## src/rtl/hx_pkg.sv

```systemverilog
package hx_pkg;
  typedef enum logic { HX_IDLE = 1'b0, HX_RUN = 1'b1 } hx_state_e;

  // total run length in clock edges after the load edge
  function automatic int hx_run_len(input int dh);
    return 4 + (dh - 1) * (dh + 1);
  endfunction
endpackage

```

## src/rtl/hx_ctrl.sv

```systemverilog
module hx_ctrl #(
  parameter int DH = 3,
  localparam int SW = $clog2(DH + 1),
  localparam int MW = $clog2((DH + 1 > 4) ? DH + 1 : 4)
) (
  input  logic          clk,
  input  logic          rst_n,
  input  logic          start_i,
  output logic          load_o,
  output logic          busy_o,
  output logic          done_o,
  output logic [SW-1:0] stage_o,
  output logic [MW-1:0] move_o,
  output logic          last_move_o
);
  import hx_pkg::*;

  hx_state_e     state_q, state_nx;
  logic          done_q, done_nx;
  logic [SW-1:0] stage_q, stage_nx;
  logic [MW-1:0] move_q, move_nx;
  logic          last_move;

  // stage 1 has four moves, every later stage DH+1 moves
  assign last_move = (stage_q == SW'(1)) ? (move_q == MW'(3)) : (move_q == MW'(DH));

  always_comb begin
    state_nx = state_q;
    done_nx  = done_q;
    stage_nx = stage_q;
    move_nx  = move_q;
    if (state_q == HX_IDLE) begin
      if (start_i) begin
        state_nx = HX_RUN;
        done_nx  = 1'b0;
        stage_nx = SW'(1);
        move_nx  = '0;
      end
    end else if (last_move) begin
      move_nx = '0;
      if (stage_q == SW'(DH)) begin
        state_nx = HX_IDLE;
        done_nx  = 1'b1;
      end else begin
        stage_nx = stage_q + SW'(1);
      end
    end else begin
      move_nx = move_q + MW'(1);
    end
  end

  always_ff @(posedge clk or negedge rst_n) begin
    if (!rst_n) begin
      state_q <= HX_IDLE;
      done_q  <= 1'b0;
      stage_q <= '0;
      move_q  <= '0;
    end else begin
      state_q <= state_nx;
      done_q  <= done_nx;
      stage_q <= stage_nx;
      move_q  <= move_nx;
    end
  end

  assign busy_o      = (state_q == HX_RUN);
  assign load_o      = (state_q == HX_IDLE) && start_i;
  assign done_o      = done_q;
  assign stage_o     = stage_q;
  assign move_o      = move_q;
  assign last_move_o = busy_o && last_move;
endmodule

```

## src/rtl/hx_six_scan.sv

```systemverilog
module hx_six_scan #(
  parameter int W  = 16,
  parameter int MW = 2
) (
  input  logic [5:0][W-1:0] y_i,
  input  logic [MW-1:0]     move_i,
  output logic [5:0][W-1:0] y_o
);
  // nodes 0..2 form the upper triangle, nodes 3..5 the lower one
  always_comb begin
    y_o = y_i;
    case (move_i)
      MW'(0): begin
        y_o[1] = y_i[0] + y_i[1];
        y_o[4] = y_i[3] + y_i[4];
      end
      MW'(1): begin
        y_o[2] = y_i[1] + y_i[2];
        y_o[5] = y_i[4] + y_i[5];
      end
      MW'(3): begin
        y_o[3] = y_i[2] + y_i[3];
        y_o[4] = y_i[2] + y_i[4];
        y_o[5] = y_i[2] + y_i[5];
      end
      default: y_o = y_i; // move 2 spreads the upper total, no data change
    endcase
  end
endmodule

```

## src/rtl/hx_merge_add.sv

```systemverilog
module hx_merge_add #(
  parameter int W    = 16,
  parameter int NSUB = 4,
  parameter int S    = 0,
  parameter int SW   = 2
) (
  input  logic [NSUB-1:0][W-1:0] tail_i,
  input  logic [SW-1:0]          dim_i,
  input  logic                   en_i,
  output logic [W-1:0]           add_o
);
  int mask;
  int src;

  always_comb begin
    mask  = (2 << dim_i) - 1;
    src   = (S & ~mask) | (mask >> 1);
    add_o = '0;
    if (en_i && ((S >> dim_i) & 1) == 1 && src < NSUB)
      add_o = tail_i[src];
  end
endmodule

```

## src/rtl/hx_prefix_cluster.sv

```systemverilog
module hx_prefix_cluster #(
  parameter int DH = 3,
  parameter int W  = 16,
  localparam int NSUB = 1 << (DH - 1),
  localparam int NEL  = 6 * NSUB
) (
  input  logic               clk,
  input  logic               rst_n,
  input  logic               start_i,
  input  logic [NEL*W-1:0]   load_i,
  output logic               done_o,
  output logic [NEL*W-1:0]   result_o
);
  localparam int SW = $clog2(DH + 1);
  localparam int MW = $clog2((DH + 1 > 4) ? DH + 1 : 4);

  logic          load, busy, last_move;
  logic [SW-1:0] stage;
  logic [MW-1:0] move;
  logic [SW-1:0] dim;
  logic          merge_en;

  logic [NSUB-1:0][5:0][W-1:0] y_q, y_nx, y_ld, y_scan;
  logic [NSUB-1:0][W-1:0]      tail, addend;
  logic                        y_en;

  hx_ctrl #(.DH(DH)) u_ctrl (
    .clk(clk), .rst_n(rst_n), .start_i(start_i),
    .load_o(load), .busy_o(busy), .done_o(done_o),
    .stage_o(stage), .move_o(move), .last_move_o(last_move)
  );

  assign y_ld     = load_i;
  assign dim      = stage - SW'(2);
  assign merge_en = busy && last_move && (stage != SW'(1));

  for (genvar s = 0; s < NSUB; s++) begin : g_sub
    assign tail[s] = y_q[s][5];

    hx_six_scan #(.W(W), .MW(MW)) u_scan (
      .y_i(y_q[s]), .move_i(move), .y_o(y_scan[s])
    );

    hx_merge_add #(.W(W), .NSUB(NSUB), .S(s), .SW(SW)) u_merge (
      .tail_i(tail), .dim_i(dim), .en_i(merge_en), .add_o(addend[s])
    );
  end

  always_comb begin
    y_nx = y_q;
    if (load) begin
      y_nx = y_ld;
    end else if (stage == SW'(1)) begin
      y_nx = y_scan;
    end else begin
      for (int s = 0; s < NSUB; s++)
        for (int p = 0; p < 6; p++)
          y_nx[s][p] = y_q[s][p] + addend[s];
    end
  end

  assign y_en = load || busy;

  always_ff @(posedge clk or negedge rst_n) begin
    if (!rst_n)    y_q <= '0;
    else if (y_en) y_q <= y_nx;
  end

  assign result_o = y_q;
endmodule

```

## config.mk

```make
export PLATFORM = sky130hd
export DESIGN_NAME = hx_prefix_cluster
export DESIGN_NICKNAME = d
export VERILOG_FILES = /design/src/rtl/hx_pkg.sv /design/src/rtl/hx_ctrl.sv /design/src/rtl/hx_six_scan.sv /design/src/rtl/hx_merge_add.sv /design/src/rtl/hx_prefix_cluster.sv
export SDC_FILE = /design/constraint.sdc
export NUM_CORES = 2
export LEC_CHECK = 0
export BUFFER_PORTS_ARGS = -buffer_cell sky130_fd_sc_hd__buf_2
export CAP_MARGIN = 20
export CORE_AREA = 2 2 303 305
export CTS_BUF_LIST = sky130_fd_sc_hd__clkbuf_4 sky130_fd_sc_hd__clkbuf_8
export CTS_CLUSTER_SIZE = 40
export DETAILED_ROUTE_END_ITERATION = 10
export DIE_AREA = 0 0 305 307
export PLACE_DENSITY = 0.67
export SYNTH_ARGS = -nofsm -noshare
export SYNTH_HDL_FRONTEND = slang
export SYNTH_SLANG_ARGS = --single-unit
```

## constraint.sdc

```tcl
create_clock -name clk -period 6 [get_ports clk]
set_clock_uncertainty 0.05 [all_clocks]
set_input_delay 0.6 -clock clk [delete_from_list [all_inputs] [get_ports clk]]
set_output_delay 0.6 -clock clk [all_outputs]
set_load 0.05 [all_outputs]
```

==> reports/qor.txt <==
outcome - complete, no violations
CTS Buf Count - 81
Yosys Warn Count - 0
ys flop type - dfrtp_1
antenna violations before repair - 26
clock slew at reported path FFs - 60 ps
1st-pass router iterations - 9
synth-to-layout area growth - 20.1%
critical path class - register to register
Most common cell on crit path - nor2_1
clock latency on the worst-skew pair - 730 ps
Critical Path RT - 6510 ps
Die W - 305 µm
clock root cell - clkbuf_8
Hold Crit Class - input port to register
largest net degree at the start of global routing - 154
area of the multi-input gates - 25100 µm²
Fill cells - 9086
DR vias/cell - 5.82
vias post-DR - 38.5k
DRT iter0 DRCs - 3421
CP max stage delay - 540 ps
EDFF count, synth - 0
Setup violations, final - 0
Critical Path AT - 5550 ps
WL met3 - 14.6 mm
critical path fanouts, max - 62
Synth Register Bits - 390
metal2 WL - 73.8 mm
achievable frequency - 199 MHz
top sig layer - met5
CTS max path bufs - 3
Synthesized Nets - 5422
die area - 93600 µm²
Buffers on Ports - 771
dpl hpwl - 126 mm
sequential fraction of the synthesis area - 27.1%
nets@finish - 6128
CTS Sinks - 390
count of cell types in the netlist - 83
CTS tree - yes
period utilization - 83.9%
WL met1 - 66.0 mm
final hold vios - 0
register area - 9760 µm²
Setup crit end kind - register
htree depth - 3
drc violations - 0
ANT nets after route - 0
Mapped Cells - 4646
Site Rows - 111
share of cells above drive strength 1 - 19.1%
ys async rst share - 100%
Netlist Area Pre-Place - 36000 µm²
WL final - 163 mm
Final GP Congestion - 0.987
final worst path period need - 5040 ps
Post-CTS Setup Bufs - 0
first-pass GRT wire length - 235 mm
Mean Syn Cell Area - 7.75 µm²
Die Ht - 307 µm
commonest non-fill, non-tap cell in the layout - buf_2
CTS resizes - 0
slowest stage cell, crit path - buf_4
commonest non-fill, non-tap cells in the layout - 770 x buf_2, 737 x nand2_1, 521 x nor2_1
Setup TNS - 0 ps
worst-path cell chain - inv_1 -> ha_4 -> buf_4 -> nand2b_2 -> nor3_2 -> buf_4 -> nand2_1 -> nand2_1 -> nor2_1 -> nor2_1 -> ha_1 -> fa_1 -> a21o_1 -> a21oi_1 -> nor2_1 -> o21a_1 -> o22ai_1 -> o211ai_1 -> a31oi_1 -> xor2_1 -> o21ai_0
core area - 90700 µm²
global route overflow - 0
drt wl/cell - 24.6 µm
Initial Utilization - 39.7%
max_cap viols - 0
GRT Total Usage - 33.5%
Worst Max-Slew Pin Slew - 1020 ps
vias in the first global route - 36.4k
Critical Path Source Type - register
fin. max-slew vios - 0
unrepaired setup endpoints after global routing - false
# IOs - 772
worst rel slew slack - 32.0%
## flip-flops by register name (all words and copies together), names as in the netlist
name	flops
u_ctrl.stage_o	2
u_ctrl.busy_o	1
u_ctrl.done_o	1
result_o	384
u_ctrl.move_o	2
## path summary, 6_finish.rpt
path,end,start,cells past startpoint,slack (ps)
setup / recovery,result_o[366]$_DFFE_PN0P_,u_ctrl.stage_o[1]$_DFFE_PN0P_,21,960
hold reg to reg,result_o[7]$_DFFE_PN0P_,result_o[7]$_DFFE_PN0P_,2,450
max in group asynchronous,result_o[201]$_DFFE_PN0P_,rst_n,3,3940
min in group asynchronous,result_o[8]$_DFFE_PN0P_,rst_n,2,450
setup reg to reg,result_o[366]$_DFFE_PN0P_,u_ctrl.stage_o[1]$_DFFE_PN0P_,21,960
hold / removal,result_o[297]$_DFFE_PN0P_,load_i[297],3,70
## stage by stage
stage	util [%]	instance area [µm²]	setup slack [ps]	instances	hold slack, ps
2_1_floorplan	-	36000	1450	4646	254
6_report	47.7	43200	964	6618	67.5
4_1_cts	47.6	43200	1060	6598	0.931
3_3_place_gp	45.2	41000	1190	6424	430
5_1_grt	47.7	43200	650	6616	47.3
3_5_place_dp	45.2	41000	1100	6424	430
## repair_timing
action,4_1_cts,5_1_grt
hold endpoints to repair,116,0
hold buffers,31,0
endpoints found under the setup margin,0,0
## metal layers
| metal | vias up | GRT usage [%] |
|---|---|---|
| met4 | 11 | 17.0 |
| met3 | 411 | 7.82 |
| met1 | 18329 | 42.1 |
| li1 | 18009 | - |
| met2 | 1776 | 53.7 |
| met5 | - | 0 |
## cells in the mapped netlist, types with 7 or more instances
library cell  count  area (µm²)
a211o_1          21         184
a211oi_1         37         278
a21boi_0         47         353
a21o_1          182        1370
a21oi_1         448        2240
a221o_1           8        80.1
a221oi_1          8        70.1
a22oi_1          54         405
a311oi_1          7        61.3
a31o_2            8        70.1
a31oi_1         141         882
and2_1           52         325
and3_1           20         125
buf_1            29         109
clkbuf_1        187         702
dfrtp_1         390        9760
fa_1             23         460
ha_1            366        4580
inv_1           108         405
mux2i_1          54         541
mux4_2           16         360
nand2_1         739        2770
nand2b_1         38         238
nand3_1          71         355
nand4_1          13        81.3
nor2_1          524        1970
nor2b_1          50         313
nor3_1           70         350
nor3b_1          17         128
o211ai_1         21         158
o21a_1           74         556
o21ai_0         341        1710
o21ai_1          13        65.1
o21bai_1         46         345
o22ai_1          12        75.1
o31ai_1          22         165
or2_2            12        75.1
or3_1            31         194
xnor2_1         150        1310
xor2_1          109         955
## worst max-delay path, delay by kind of cell, from the launching register on
kind | cells | cell delay [ps]
xor+xnor | 1 | 190
buf+inv | 3 | 910
flops | 1 | 420
fa+ha+maj | 3 | 850
compound gates | 7 | 1450
simple gates | 7 | 1000
## final cells by class
| class | instances | area share [%] |
|---|---|---|
| clock inverter | 17 | 0.619 |
| antenna | 20 | 0.116 |
| multi-input combinational | 3923 | 58.0 |
| inverter | 108 | 0.938 |
| timing repair buffer | 848 | 10.6 |
| clock buffer | 126 | 3.71 |
| sequential | 390 | 22.6 |
| tap | 1186 | 3.43 |
## cells by family after synthesis
group	synth area share [%]
AO/OA/AOI/OAI	26.6
XOR/XNOR	6.30
AND/OR/NAND/NOR	19.8
adder cells (fa/ha/maj)	14.0
flip-flops	27.1
buffers and inverters	3.64
multiplexers	2.53
Power is not shown: default switching activity piles up to over one toggle a cycle in this logic, so the estimate is an artifact.
